$ cat config.mk
export PLATFORM = sky130hd
export DESIGN_NAME = win_reuse_buf
export DESIGN_NICKNAME = d
export VERILOG_FILES = /design/src/rtl/win_reuse_pkg.sv /design/src/rtl/win_seq_ctrl.sv /design/src/rtl/win_assembler.sv /design/src/rtl/win_out_stage.sv /design/src/rtl/win_reuse_buf.sv
export SDC_FILE = /design/constraint.sdc
export NUM_CORES = 1
export LEC_CHECK = 0
export BUFFER_PORTS_ARGS = -buffer_cell sky130_fd_sc_hd__buf_2
export CORE_MARGIN = 5
export CORE_UTILIZATION = 43
export CTS_BUF_LIST = sky130_fd_sc_hd__clkbuf_4 sky130_fd_sc_hd__clkbuf_8
export CTS_CLUSTER_SIZE = 16
export DETAILED_ROUTE_END_ITERATION = 8
export PLACE_DENSITY_LB_ADDON = 0.05
export RECOVER_POWER = 100
export SYNTH_ARGS = -nofsm -noshare
export SYNTH_HDL_FRONTEND = slang
export SYNTH_SLANG_ARGS = --single-unit
$ cat constraint.sdc
create_clock -name clk -period 2.57 [get_ports clk]
set_clock_uncertainty 0.05 [all_clocks]
set_input_delay 0 -clock clk [delete_from_list [all_inputs] [get_ports clk]]
set_output_delay 0 -clock clk [all_outputs]
set_load 0.05 [all_outputs]
$ cat src/rtl/win_reuse_pkg.sv
package win_reuse_pkg;

  typedef enum logic {ST_IDLE, ST_RUN} run_st_t;

  // Beats needed to deliver elements 0 .. n+taps-2 when each beat holds lanes elements.
  function automatic int unsigned beats_for(int unsigned n, int unsigned lanes,
                                            int unsigned taps);
    if (n == 0) return 0;
    return (n + taps - 1 + lanes - 1) / lanes;
  endfunction

  // Window groups needed for n outputs, lanes windows per group.
  function automatic int unsigned groups_for(int unsigned n, int unsigned lanes);
    return (n + lanes - 1) / lanes;
  endfunction

endpackage

$ cat src/rtl/win_seq_ctrl.sv
module win_seq_ctrl
  import win_reuse_pkg::*;
#(
  parameter int LANES = 4,
  parameter int TAPS  = 3,
  parameter int CNT_W = 16
) (
  input  logic             clk,
  input  logic             rst_n,
  input  logic             start,
  input  logic [CNT_W-1:0] total_n,
  input  logic             in_valid,
  input  logic             hold_vld,
  input  logic             out_valid,
  input  logic             out_ready,
  input  logic             out_last,
  output logic             in_ready,
  output logic             ev_load,
  output logic             ev_pair,
  output logic             ev_flush,
  output logic             hold_keep,
  output logic [LANES-1:0] grp_mask,
  output logic             grp_last
);
  localparam int IW = CNT_W + $clog2(LANES) + 2;

  run_st_t          st;
  logic [CNT_W-1:0] n_tot, beats_tot, groups_tot;
  logic [CNT_W-1:0] beats_in, groups_fm;
  logic             run, out_free, beat_left, grp_left, can_form, in_fire, ev_grp;
  logic [IW-1:0]    base;

  assign run       = (st == ST_RUN);
  assign out_free  = !out_valid || out_ready;
  assign beat_left = (beats_in != beats_tot);
  assign grp_left  = (groups_fm != groups_tot);
  assign can_form  = run && out_free && grp_left && hold_vld;

  assign ev_pair   = can_form && beat_left && in_valid;
  assign ev_flush  = can_form && !beat_left;
  assign ev_load   = run && !hold_vld && beat_left && in_valid;
  assign ev_grp    = ev_pair || ev_flush;
  assign in_ready  = run && beat_left && (!hold_vld || (out_free && grp_left));
  assign in_fire   = in_valid && in_ready;

  assign hold_keep = ((groups_fm + 1'b1) != groups_tot);
  assign grp_last  = ((groups_fm + 1'b1) == groups_tot);
  assign base      = IW'(groups_fm) * IW'(LANES);

  for (genvar j = 0; j < LANES; j++) begin : g_mask
    assign grp_mask[j] = (base + IW'(j)) < IW'(n_tot);
  end

  always_ff @(posedge clk or negedge rst_n) begin
    if (!rst_n) begin
      st         <= ST_IDLE;
      n_tot      <= '0;
      beats_tot  <= '0;
      groups_tot <= '0;
      beats_in   <= '0;
      groups_fm  <= '0;
    end else if (start) begin
      st         <= ST_RUN;
      n_tot      <= total_n;
      beats_tot  <= CNT_W'(beats_for(32'(total_n), LANES, TAPS));
      groups_tot <= CNT_W'(groups_for(32'(total_n), LANES));
      beats_in   <= '0;
      groups_fm  <= '0;
    end else begin
      if (in_fire) beats_in  <= beats_in + 1'b1;
      if (ev_grp)  groups_fm <= groups_fm + 1'b1;
      if (run && out_valid && out_ready && out_last) st <= ST_IDLE;
    end
  end

  // A stalled output with a held beat leaves no room for another beat
  AST_STALL_BLOCKS: assert property (@(posedge clk) disable iff (!rst_n)
    (out_valid && !out_ready && hold_vld) |-> !in_ready);

  // A flush group is formed only after the whole beat budget was taken
  AST_FLUSH_NO_BEAT: assert property (@(posedge clk) disable iff (!rst_n)
    ev_flush |-> !in_fire);

endmodule

$ cat src/rtl/win_assembler.sv
module win_assembler #(
  parameter int ELEM_W = 32,
  parameter int LANES  = 4,
  parameter int TAPS   = 3
) (
  input  logic                        clk,
  input  logic                        rst_n,
  input  logic                        clr,
  input  logic                        ev_load,
  input  logic                        ev_pair,
  input  logic                        ev_flush,
  input  logic                        hold_keep,
  input  logic [LANES*ELEM_W-1:0]     in_data,
  output logic                        hold_vld,
  output logic [LANES*TAPS*ELEM_W-1:0] grp_data
);
  localparam int CARRY  = TAPS - 1;
  localparam int EXT_N  = LANES + CARRY;
  localparam int BEAT_W = LANES * ELEM_W;

  logic [BEAT_W-1:0]       hold;
  logic [CARRY*ELEM_W-1:0] head;
  logic [EXT_N*ELEM_W-1:0] ext;

  // Leading elements of the incoming beat complete the held beat's windows;
  // a flush group has no incoming beat and fills the spare tail with zero.
  assign head = ev_pair ? in_data[CARRY*ELEM_W-1:0] : '0;
  assign ext  = {head, hold};

  for (genvar j = 0; j < LANES; j++) begin : g_win
    for (genvar t = 0; t < TAPS; t++) begin : g_tap
      assign grp_data[(j*TAPS+t)*ELEM_W +: ELEM_W] = ext[(j+t)*ELEM_W +: ELEM_W];
    end
  end

  always_ff @(posedge clk or negedge rst_n) begin
    if (!rst_n) begin
      hold_vld <= 1'b0;
      hold     <= '0;
    end else if (clr) begin
      hold_vld <= 1'b0;
      hold     <= '0;
    end else if (ev_load) begin
      hold_vld <= 1'b1;
      hold     <= in_data;
    end else if (ev_pair) begin
      hold_vld <= hold_keep;
      hold     <= in_data;
    end else if (ev_flush) begin
      hold_vld <= 1'b0;
    end
  end

  // Every group is built on a beat already held
  AST_GROUP_HAS_BASE: assert property (@(posedge clk) disable iff (!rst_n)
    (ev_pair || ev_flush) |-> hold_vld);

  // Loading an empty buffer and pairing a new beat never coincide
  AST_ONE_BEAT_USE: assert property (@(posedge clk) disable iff (!rst_n)
    !(ev_load && (ev_pair || ev_flush)));

endmodule

$ cat src/rtl/win_out_stage.sv
module win_out_stage #(
  parameter int W     = 384,
  parameter int LANES = 4
) (
  input  logic             clk,
  input  logic             rst_n,
  input  logic             clr,
  input  logic             load,
  input  logic [W-1:0]     load_data,
  input  logic [LANES-1:0] load_mask,
  input  logic             load_last,
  input  logic             out_ready,
  output logic             out_valid,
  output logic [W-1:0]     out_data,
  output logic [LANES-1:0] out_mask,
  output logic             out_last
);
  always_ff @(posedge clk or negedge rst_n) begin
    if (!rst_n) begin
      out_valid <= 1'b0;
      out_data  <= '0;
      out_mask  <= '0;
      out_last  <= 1'b0;
    end else if (clr) begin
      out_valid <= 1'b0;
      out_mask  <= '0;
      out_last  <= 1'b0;
    end else if (load) begin
      out_valid <= 1'b1;
      out_data  <= load_data;
      out_mask  <= load_mask;
      out_last  <= load_last;
    end else if (out_ready) begin
      out_valid <= 1'b0;
    end
  end

  AST_OUT_STABLE: assert property (@(posedge clk) disable iff (!rst_n)
    (out_valid && !out_ready && !clr) |=>
      (out_valid && $stable(out_data) && $stable(out_mask) && $stable(out_last)));

endmodule

$ cat src/rtl/win_reuse_buf.sv
module win_reuse_buf #(
  parameter int ELEM_W = 32,
  parameter int LANES  = 4,
  parameter int TAPS   = 3,
  parameter int CNT_W  = 16
) (
  input  logic                          clk,
  input  logic                          rst_n,
  input  logic                          start,
  input  logic [CNT_W-1:0]              total_n,
  input  logic                          in_valid,
  output logic                          in_ready,
  input  logic [LANES*ELEM_W-1:0]       in_data,
  output logic                          out_valid,
  input  logic                          out_ready,
  output logic [LANES*TAPS*ELEM_W-1:0]  out_data,
  output logic [LANES-1:0]              out_lane_mask,
  output logic                          out_last
);
  localparam int GRP_W = LANES * TAPS * ELEM_W;

  logic             ev_load, ev_pair, ev_flush, ev_grp, hold_keep, hold_vld, grp_last;
  logic [LANES-1:0] grp_mask;
  logic [GRP_W-1:0] grp_data;

  assign ev_grp = ev_pair || ev_flush;

  win_seq_ctrl #(.LANES(LANES), .TAPS(TAPS), .CNT_W(CNT_W)) u_ctrl (
    .clk       (clk),
    .rst_n     (rst_n),
    .start     (start),
    .total_n   (total_n),
    .in_valid  (in_valid),
    .hold_vld  (hold_vld),
    .out_valid (out_valid),
    .out_ready (out_ready),
    .out_last  (out_last),
    .in_ready  (in_ready),
    .ev_load   (ev_load),
    .ev_pair   (ev_pair),
    .ev_flush  (ev_flush),
    .hold_keep (hold_keep),
    .grp_mask  (grp_mask),
    .grp_last  (grp_last)
  );

  win_assembler #(.ELEM_W(ELEM_W), .LANES(LANES), .TAPS(TAPS)) u_asm (
    .clk       (clk),
    .rst_n     (rst_n),
    .clr       (start),
    .ev_load   (ev_load),
    .ev_pair   (ev_pair),
    .ev_flush  (ev_flush),
    .hold_keep (hold_keep),
    .in_data   (in_data),
    .hold_vld  (hold_vld),
    .grp_data  (grp_data)
  );

  win_out_stage #(.W(GRP_W), .LANES(LANES)) u_out (
    .clk       (clk),
    .rst_n     (rst_n),
    .clr       (start),
    .load      (ev_grp),
    .load_data (grp_data),
    .load_mask (grp_mask),
    .load_last (grp_last),
    .out_ready (out_ready),
    .out_valid (out_valid),
    .out_data  (out_data),
    .out_mask  (out_lane_mask),
    .out_last  (out_last)
  );

  // A paired group always consumes the beat presented with it
  AST_PAIR_TAKES_BEAT: assert property (@(posedge clk) disable iff (!rst_n)
    ev_pair |-> (in_valid && in_ready));

  AST_STEADY_FULL: assert property (@(posedge clk) disable iff (!rst_n)
    (out_valid && !out_last) |-> (&out_lane_mask));

  AST_MASK_CONTIG: assert property (@(posedge clk) disable iff (!rst_n)
    out_valid |-> (out_lane_mask[0] &&
                   ((LANES'(out_lane_mask + 1'b1) & out_lane_mask) == '0)));

  AST_DONE_QUIET: assert property (@(posedge clk) disable iff (!rst_n)
    (out_valid && out_ready && out_last && !start) |=> (!out_valid && !in_ready));

endmodule

==> impl_metrics.py, run 1 <==
metrics = {
    "global_routing": {
        "grt_max_degree": 106,
        "gr-total-overflow": 0,
        "grt_first_pass_wirelength_um": 94600,
        "antenna_found_initial": 2,
        "grt_usage": 0.235,
        "grt_pass1_vias": 15845,
    },
    "critical_path": {
        "r2r-start": "u_ctrl.groups_fm[4]",
        "reg2reg_depth": 8,
        "ff2ff_setup_slack_ns": 0.09,
        "end_kind": "primary output",
        "cp_data_arrival_time_ns": 2.44,
        "regToRegEndpoint": "u_out.out_data[14]",
        "worstSetupPathType": "register to primary output",
        "cp.required_ns": 2.52,
        "cp_max_fo": 4,
        "worst_setup_path_start_kind": "register",
    },
    "place": {
        "gp_congestion": 0.867,
        "placed_area_um2": 22300,
        "dp_hpwl_um": 43600,
        "port_buffers": 539,
    },
    "drt": {
        "wl_um": 61700,
        "drt_iter0_drc": 1026,
        "final_antenna_net_count": 0,
        "viasPerCell": 5.08,
        "routedWlPerCell_um": 20.0,
        "route.detailed.drc": 0,
        "vias": 15641,
        "dr.pass1.iters": 5,
    },
    "sta": {
        "worstMarginPinSlew_ns": 1.31,
        "fin_crit_sh": 0.969,
        "relSlewSlack": 0.127,
        "finalHoldViolCount": 0,
        "fmax_mhz": 402,
        "rsz0062_at_grt": "yes",
        "setup_viol": 0,
        "finalCriticalPeriod_ns": 2.49,
        "finalSetupTns_ns": 0,
        "maxSlewViolCount": 0,
    },
    "pwr": {
        "p_per_area_nw_per_um2": 823,
        "cellLeakagePower_nw": 11.4,
        "vdd_drop_max_mv": 0.835,
        "fin_total_pwr_mw": 20.4,
    },
    "clocking": {
        "cts-htree-levels": 3,
        "cts_inserted_buffers": 72,
        "cts.path.max_buffers": 3,
        "clockRootBuffer": "clkbuf_8",
        "clk_latency_ns": 0.62,
        "clk_pin_slew_ns": 0.06,
        "cts_tree": "done",
        "cts.sinks": 408,
    },
    "worst_hold_path": {
        "min-delay-start": "in_data[3]",
        "hold_path_depth": 3,
        "hp-class": "input pin to register",
        "min_to": "u_out.out_data[323]",
    },
    "synth": {
        "synthArstFlopShare": 1.00,
        "yosys_warnings": 0,
        "synth_common_cells": "dfrtp_1, nand2_1, buf_4",
        "synth_most_common_cell": "dfrtp_1",
        "post_synth_num_cell_types": 71,
        "syn-num-nets": 2034,
        "synth_edf_count": 0,
        "syn_area_um2": 19900,
        "seq_area_frac_synth": 0.514,
        "syn_inst": 1862,
        "yosys.area.top_type": "dfrtp_1",
        "synth-main-ff-cell": "dfrtp_1",
        "ys_ff_latch": 408,
        "syn_avg_cell_area_um2": 10.7,
        "synth_top_area_frac": 0.514,
        "synthTopCellsByArea": "dfrtp_1, buf_4, nand2_1, mux2_1, a21oi_1",
    },
    "cells_and_area": {
        "syn_to_final_growth_pct": 24.7,
        "fin_nets": 2595,
        "fin_area_um2": 24800,
        "drive_above_1_share": 0.189,
    },
    "die": {
        "die_x_um": 225,
        "initial_core_util": 0.437,
        "num_rows": 78,
        "ios": 540,
        "dieHeight_um": 225,
        "die-area_um2": 50600,
        "core-area_um2": 45500,
    },
    "outcome": {
        "status": "finished, final reports clean",
    },
    "run": {
        "cap_violations": 0,
    },
}
layout make-up:
| type | count | area [µm²] |
|---|---|---|
| clock buffer | 111 | 1390 |
| antenna | 3 | 7.51 |
| clock inverter | 18 | 140 |
| tap | 600 | 751 |
| inverter | 41 | 154 |
| sequential | 408 | 10200 |
| fill | 4351 | 20700 |
| multi-input combinational | 1108 | 7400 |
| timing repair buffer | 792 | 4700 |
worst max-delay path by stage:
stage / from / to / slack [ns] / cells past startpoint
final: u_ctrl.groups_tot[2] / in_ready / 0.08 / 8
after CTS: u_ctrl.groups_tot[4] / in_ready / 0.006 / 7
after global placement: u_ctrl.groups_tot[9] / u_out.out_data[309] / 0.03 / 8
after detailed placement: u_ctrl.groups_tot[9] / u_out.out_data[207] / 0.02 / 8
after global routing: u_ctrl.groups_fm[4] / u_out.out_data[14] / -0.03 / 8
after floorplan: u_ctrl.groups_fm[11] / u_out.out_data[219] / 0.03 / 10
worst max-delay path, cell delays in order (launching register included):
cell	delay, ns
dfrtp_1	0.41
xor2_1	0.30
nor4_1	0.10
nand4_1	0.08
buf_4	0.14
o21ai_4	0.07
buf_6	0.14
a211oi_4	0.35
buf_6	0.21
metrics by stage:
step | setup WS, ns | util | std cells | hold WS, ns
floorplan | 0.0334 | - | 1862 | -0.346
global route | -0.0253 | 0.544 | 3079 | 0.0683
finish | 0.0804 | 0.544 | 3081 | 0.109
detailed placement | 0.0175 | 0.491 | 2798 | -0.00891
global placement | 0.0346 | 0.491 | 2798 | -0.0122
CTS | 0.00634 | 0.558 | 3078 | 0.0277
per-layer routing:
| layer | GRT usage | vias to the layer above | share of wire |
|---|---|---|---|
| li1 | - | 7311 | - |
| met3 | 0.0378 | 95 | 0.052 |
| met4 | 0.0715 | 0 | 0.026 |
| met1 | 0.319 | 7768 | 0.43 |
| met5 | 0 | - | 0 |
| met2 | 0.392 | 467 | 0.49 |
flip-flops by register name (all words and copies together), names as in the netlist:
register / count
u_out.out_data: 192
u_asm.hold_vld: 1
u_out.out_valid: 1
u_asm.hold: 128
u_ctrl.n_tot: 16
u_ctrl.beats_in: 16
u_out.out_last: 1
u_ctrl.beats_tot: 16
u_ctrl.groups_fm: 16
u_ctrl.groups_tot: 16
u_out.out_mask: 4
u_ctrl.run: 1
where the power goes:
group / switching [mW] / internal (mW)
combinational: 5.03 / 1.32
clock: 2.69 / 3.56
sequential: 0.652 / 7.13
total: 8.37 / 12.0
layout by cell type, fill, tap and decap left out, drive strengths merged, types with 4 or more instances in the layout:
cell type,instances
clkbuf,520
dfrtp,408
nand2,315
buf,233
a21oi,161
dlygate4sd3,149
mux2,140
a22o,64
xor2,54
nor2,48
xnor2,44
o21ai,43
inv,42
ha,23
nor3,21
nand3,20
nand4,18
o31ai,12
clkinv,12
nor4,12
nand2b,11
o2bb2ai,11
or4,11
and3,10
nor2b,9
a21o,9
mux2i,8
or3,7
and4,5
nand4b,4
clkinvlp,4
and2,4
o211ai,4
timing repair:
item,CTS,global route
gates resized for setup,5,7
setup endpoints to repair,1,58
hold endpoints to repair,670,0
setup buffers,2,0
hold buffers,149,0
pin swaps,3,2
cells by family (layout without fill, tap and decap cells):
group	count (synthesis)	count (layout)	share of synthesized area
AO/OA/AOI/OAI	335	335	0.115
adder cells (fa/ha/maj)	23	23	0.0145
buffers and inverters	346	962	0.113
flip-flops	408	408	0.514
AND/OR/NAND/NOR	504	504	0.115
other	0	3	0
XOR/XNOR	98	98	0.0446
multiplexers	148	148	0.0834
Power figures use the tool's default switching activity.
==> inputs of run 2 (changes only) <==
==> constraint.sdc (replaced) <==
create_clock -name clk -period 2.57 [get_ports clk]
set_clock_uncertainty 0.05 [all_clocks]
set_input_delay 0.514 -clock clk [delete_from_list [all_inputs] [get_ports clk]]
set_output_delay 0.514 -clock clk [all_outputs]
set_load 0.05 [all_outputs]
==> run 2 against run 1 <==
  * The run now ends with max-capacitance violations, max-slew violations, negative setup slack left
  * Worst hold slack worse by 0.038 ns
  * Critical path depth is 3 lower
  * First-iteration DRC count is 3.7% higher
  * Critical path type unchanged
  * Critical endpoint unchanged
  * Largest cell class unchanged
==> impl_metrics.py, run 2 (synthesis results as in run 1) <==
metrics = {
    "global_routing": {
        "antenna_found_initial": 4,
        "grt_pass1_vias": 15350,
        "grt_usage": 0.236,
        "grt_max_degree": 121,
        "grt_first_pass_wirelength_um": 93600,
        "gr-total-overflow": 0,
    },
    "critical_path": {
        "worst_setup_path_start_kind": "register",
        "cp_max_fo": 4,
        "critPathBufInv": 1,
        "end_kind": "primary output",
        "max_stage_delay_ns": 0.58,
        "reg2reg_depth": 9,
        "path_cells": "xor2_1 > or4_4 > o21ai_4 > a211oi_4 > buf_6",
        "regToRegEndpoint": "u_out.out_data[112]",
        "cp_slowest_cell": "or4_4",
        "cp.required_ns": 2.01,
        "r2r-start": "u_ctrl.groups_fm[13]",
        "worstSetupPathType": "register to primary output",
        "cp_data_arrival_time_ns": 2.33,
        "ff2ff_setup_slack_ns": -0.17,
        "crit_family": "simple AND/OR/NAND/NOR gates",
    },
    "sta": {
        "setup_viol": 172,
        "maxSlewViolCount": 121,
        "fin_crit_sh": 1.13,
        "setup_slack_ns": -0.324,
        "worstMarginPinSlew_ns": 1.69,
        "finalSetupTns_ns": -11.42,
        "holdWs_ns": 0.0710,
        "finalCriticalPeriod_ns": 2.89,
        "relSlewSlack": -0.129,
        "rsz0062_at_grt": "yes",
        "fmax_mhz": 346,
        "finalHoldViolCount": 0,
    },
    "drt": {
        "wl_um": 63300,
        "final_antenna_net_count": 0,
        "route.detailed.drc": 0,
        "dr.pass1.iters": 6,
        "routedWlPerCell_um": 21.0,
        "vias": 15483,
        "drt_iter0_drc": 1064,
        "viasPerCell": 5.14,
    },
    "cells_and_area": {
        "multi_input_area_um2": 7610,
        "largest_register": "u_out.out_data",
        "top_regs": "u_out.out_data: 192 flops, u_asm.hold: 128 flops",
        "syn_to_final_growth_pct": 24.0,
        "drive_above_1_share": 0.245,
        "seq_area_um2": 10200,
        "largest_reg_flops": 192,
        "final_cell_mix": "dfrtp_1, clkbuf_1, nand2_1",
        "fillerInstances": 4340,
        "fin_nets": 2523,
        "layout_commonest_cell": "dfrtp_1",
    },
    "die": {
        "initial_core_util": 0.437,
        "ios": 540,
        "dieHeight_um": 225,
        "core-area_um2": 45500,
        "num_rows": 78,
        "die-area_um2": 50600,
        "die_x_um": 225,
    },
    "pwr": {
        "vdd_drop_max_mv": 0.771,
        "p_per_area_nw_per_um2": 836,
        "fin_total_pwr_mw": 20.6,
        "cellLeakagePower_nw": 11.5,
    },
    "place": {
        "gp_congestion": 0.851,
        "dp_slack_ns": -0.109,
        "dp_hpwl_um": 43600,
        "port_buffers": 539,
    },
    "clocking": {
        "cts_inserted_buffers": 73,
        "clk_pin_slew_ns": 0.06,
        "cts_tree": "done",
        "clockRootBuffer": "clkbuf_8",
        "cts.path.max_buffers": 3,
        "cts-htree-levels": 3,
        "cts.sinks": 408,
        "clk_latency_ns": 0.62,
    },
    "worst_hold_path": {
        "min_to": "u_out.out_data[341]",
        "hold_path_depth": 2,
        "hp-class": "input pin to register",
        "min-delay-start": "in_data[21]",
    },
    "outcome": {
        "violations": "max-capacitance violations, max-slew violations, negative setup slack",
        "status": "finished, violations left",
    },
    "run": {
        "cap_violations": 1,
    },
}
## run 2: cell type report
class,instances,area share
diodes,2,0.000203
clock buffers,120,0.0600
clock inverters,12,0.00422
inverters,41,0.00625
multi-input cells,1109,0.309
flip-flops and latches,408,0.415
well taps,600,0.0305
repair buffers,718,0.175
## run 2: power breakdown
part / internal (mW) / total (mW) / switching, mW
clock network: 3.74 / 6.43 / 2.69
logic: 1.32 / 6.37 / 5.05
registers: 7.13 / 7.78 / 0.649
## run 2: stage by stage
stage,cell area [µm²],util,std cells
detailed placement,22500,0.495,2826
global placement,22500,0.495,2826
CTS,24800,0.544,2991
finish,24600,0.541,3010
global route,24600,0.541,3010
floorplan,19900,-,1862
## run 2: worst register-to-register path, delay by kind of cell (launching register included)
family | cells | cell delay, ns
buffers and inverters | 4 | 0.67
and+or+nand+nor | 1 | 0.58
DFF | 1 | 0.44
AOI/OAI and AO/OA | 2 | 0.37
muxes | 1 | 0.32
xor gates and xnor gates | 1 | 0.21
## run 2: timing repair
item,4_1_cts,5_1_grt
endpoints found under the hold margin,34,0
setup buffers,17,9
endpoints found under the setup margin,80,264
gates cloned,11,8
hold buffers,5,0
resized for setup,22,49
pin swaps,6,7
## run 2: per-layer routing
layer	GRT usage	wire (µm)
met1	0.318	27100
met2	0.397	31400
met3	0.0375	3460
met5	0	27
met4	0.0695	1350
## run 2: how the worst max path moves through the flow
stage	start	endpoint	depth (start not counted)
2_1_floorplan	total_n[2]	u_ctrl.groups_tot[14]	9
3_3_place_gp	total_n[2]	u_ctrl.groups_tot[14]	9
3_5_place_dp	total_n[2]	u_ctrl.groups_tot[15]	10
4_1_cts	u_ctrl.groups_tot[9]	in_ready	6
5_1_grt	u_ctrl.groups_fm[1]	in_ready	7
6_report	u_ctrl.groups_fm[13]	in_ready	5
==> inputs of run 3 (changes only) <==
--- a/config.mk
+++ b/config.mk
@@ -15,4 +15,5 @@
 export RECOVER_POWER = 100
 export SYNTH_ARGS = -nofsm -noshare
 export SYNTH_HDL_FRONTEND = slang
+export SYNTH_HIERARCHICAL = 1
 export SYNTH_SLANG_ARGS = --single-unit
==> run 3 against run 2 <==
  * The run still ends with max-capacitance violations, max-slew violations, negative setup slack left
  * Flip-flop and latch count increased by 190
  * Die area rose by 45%
  * Clock power is 48% higher
  * Sequential share of layout area down 1.8 points
  * Area after synthesis rose by 47%
  * Highest routed layer unchanged
==> impl_metrics.py, run 3 <==
metrics = {
    "global_routing": {
        "grt_first_pass_wirelength_um": 137000,
        "grt_max_degree": 84,
        "antenna_found_initial": 7,
        "grt_usage": 0.241,
        "grt_pass1_vias": 21114,
        "gr-total-overflow": 0,
    },
    "clocking": {
        "clk_pin_slew_ns": 0.06,
        "cts-htree-levels": 3,
        "cts_tree": "done",
        "clockRootBuffer": "clkbuf_8",
        "clk_latency_ns": 0.70,
        "cts.sinks": 598,
        "cts.path.max_buffers": 3,
        "cts_inserted_buffers": 105,
    },
    "synth": {
        "post_synth_num_cell_types": 68,
        "synth_top_area_frac": 0.513,
        "synthTopCellsByArea": "dfrtp_1, mux2_4, buf_4, or3b_1, a21oi_1",
        "synth_common_cells": "dfrtp_1, mux2_4, buf_4",
        "syn_inst": 2258,
        "seq_area_frac_synth": 0.513,
        "synth-main-ff-cell": "dfrtp_1",
        "syn_avg_cell_area_um2": 12.9,
        "ys_ff_latch": 598,
        "yosys.area.top_type": "dfrtp_1",
        "yosys_warnings": 6,
        "synth_edf_count": 0,
        "syn-num-nets": 2424,
        "syn_area_um2": 29200,
        "synth_most_common_cell": "dfrtp_1",
        "synthArstFlopShare": 1.00,
    },
    "cells_and_area": {
        "largest_reg_flops": 384,
        "final_cell_mix": "dfrtp_1, clkbuf_1, mux2_4",
        "drive_above_1_share": 0.357,
        "syn_to_final_growth_pct": 29.1,
        "fin_nets": 3079,
        "layout_commonest_cell": "dfrtp_1",
        "largest_register": "u_out/out_data",
        "fin_area_um2": 37700,
        "top_regs": "u_out/out_data: 384 flops, u_asm/hold: 128 flops",
        "fillerInstances": 5896,
    },
    "critical_path": {
        "max_stage_delay_ns": 0.43,
        "critPathBufInv": 5,
        "path_common_cell": "buf_12",
        "ff2ff_setup_slack_ns": -0.41,
        "path_cells": "xor2_2 > nor4_2 > nand4_1 > nand2_1 > nor2_4 > or2_1 > nor2b_4 > buf_12 > buf_12 > buf_16 > buf_12 > buf_12 > mux2_4",
        "crit_family": "simple AND/OR/NAND/NOR gates",
        "worstSetupPathType": "register to register",
        "cp_slowest_cell": "dfrtp_1",
        "worst_setup_path_start_kind": "register",
        "end_kind": "register",
        "cp_max_fo": 6,
        "cp_data_arrival_time_ns": 3.52,
        "cp.required_ns": 3.11,
    },
    "sta": {
        "rsz0062_at_grt": "yes",
        "maxSlewViolCount": 56,
        "fin_crit_sh": 1.16,
        "relSlewSlack": -0.144,
        "setup_slack_ns": -0.412,
        "worstMarginPinSlew_ns": 1.72,
        "finalHoldViolCount": 0,
        "fmax_mhz": 335,
        "finalCriticalPeriod_ns": 2.98,
        "setup_viol": 513,
        "holdWs_ns": 0.0616,
    },
    "worst_hold_path": {
        "hp-class": "input pin to register",
    },
    "drt": {
        "vias": 19950,
        "routedWlPerCell_um": 23.9,
        "viasPerCell": 5.16,
        "drt_iter0_drc": 859,
        "final_antenna_net_count": 0,
        "dr.pass1.iters": 5,
        "wl_um": 92400,
        "route.detailed.drc": 0,
    },
    "outcome": {
        "status": "finished, violations left",
        "violations": "max-capacitance violations, max-slew violations, negative setup slack",
    },
    "place": {
        "gp_congestion": 0.827,
        "port_buffers": 539,
        "dp_slack_ns": -0.310,
        "dp_hpwl_um": 57800,
        "placed_area_um2": 32100,
    },
    "pwr": {
        "p_per_area_nw_per_um2": 801,
        "cellLeakagePower_nw": 17.2,
        "fin_total_pwr_mw": 30.2,
        "vdd_drop_max_mv": 0.383,
    },
    "die": {
        "num_rows": 95,
        "core-area_um2": 67300,
        "initial_core_util": 0.434,
        "die_x_um": 271,
        "ios": 540,
        "die-area_um2": 73200,
        "dieHeight_um": 271,
    },
    "run": {
        "cap_violations": 1,
    },
}
## run 3: worst register-to-register path: cells and delay by family, from the launching register on
family / cells / cell delay [ns]
and+or+nand+nor: 6 / 1.21
buffers and inverters: 5 / 0.72
DFF: 1 / 0.43
muxes: 1 / 0.29
xor gates and xnor gates: 1 / 0.17
## run 3: worst paths after layout
check                                   start             endpoint  cells past startpoint
setup / recovery           u_ctrl/beats_in[2]  u_out/out_data[296]                     13
hold / removal                   in_data[112]      u_asm/hold[112]                      3
setup reg to reg           u_ctrl/beats_in[2]  u_out/out_data[296]                     13
hold reg to reg                u_asm/hold[15]   u_out/out_data[15]                      1
max in group asynchronous               rst_n  u_out/out_data[177]                      3
min in group asynchronous               rst_n  u_out/out_data[138]                      2
## run 3: routing by layer
metal,GRT usage,wire length (µm),vias to the layer above
met5,0,41,-
met4,0.0958,4020,6
met3,0.0525,4250,204
met2,0.393,43900,543
met1,0.317,40200,10158
li1,-,-,9039
## run 3: timing repair
action	in CTS	in global routing
hold buffers	86	1
resized for setup	197	46
endpoints found under the setup margin	522	527
endpoints found under the hold margin	124	1
pin swaps	142	7
setup buffers	64	14
gates cloned	69	2
## run 3: report_power, final
part	internal [mW]	switching, mW	leakage, nW
registers	10.7	0.910	8.00
clock network	5.40	4.10	1.21
logic	2.94	6.13	8.03
## run 3: final cells by class
cell class / count / area, µm² / share of cell area
flip-flops and latches: 598 / 15000 / 0.397
repair buffers: 897 / 7360 / 0.195
well taps: 873 / 1090 / 0.0290
clock buffers: 175 / 2160 / 0.0574
multi-input cells: 1270 / 11800 / 0.314
clock inverters: 10 / 121 / 0.00322
inverters: 41 / 154 / 0.00408
diodes: 4 / 10.0 / 0.000266
## run 3: logic make-up after synthesis
group / Yosys count / share of synthesized area
xor gates and xnor gates: 85 / 0.0255
and+or+nand+nor: 409 / 0.0943
buffers and inverters: 390 / 0.0929
DFF: 598 / 0.513
AOI/OAI and AO/OA: 359 / 0.0670
muxes: 400 / 0.200
adders and majority gates: 17 / 0.00729
## run 3: stage by stage
step,instances,TNS [ns],utilization
6_report,3868,-130.18,0.560
4_1_cts,3870,-154.03,0.573
3_3_place_gp,3471,-138.33,0.477
2_1_floorplan,2258,-128.95,-
3_5_place_dp,3471,-101.30,0.477
5_1_grt,3866,-184.06,0.560
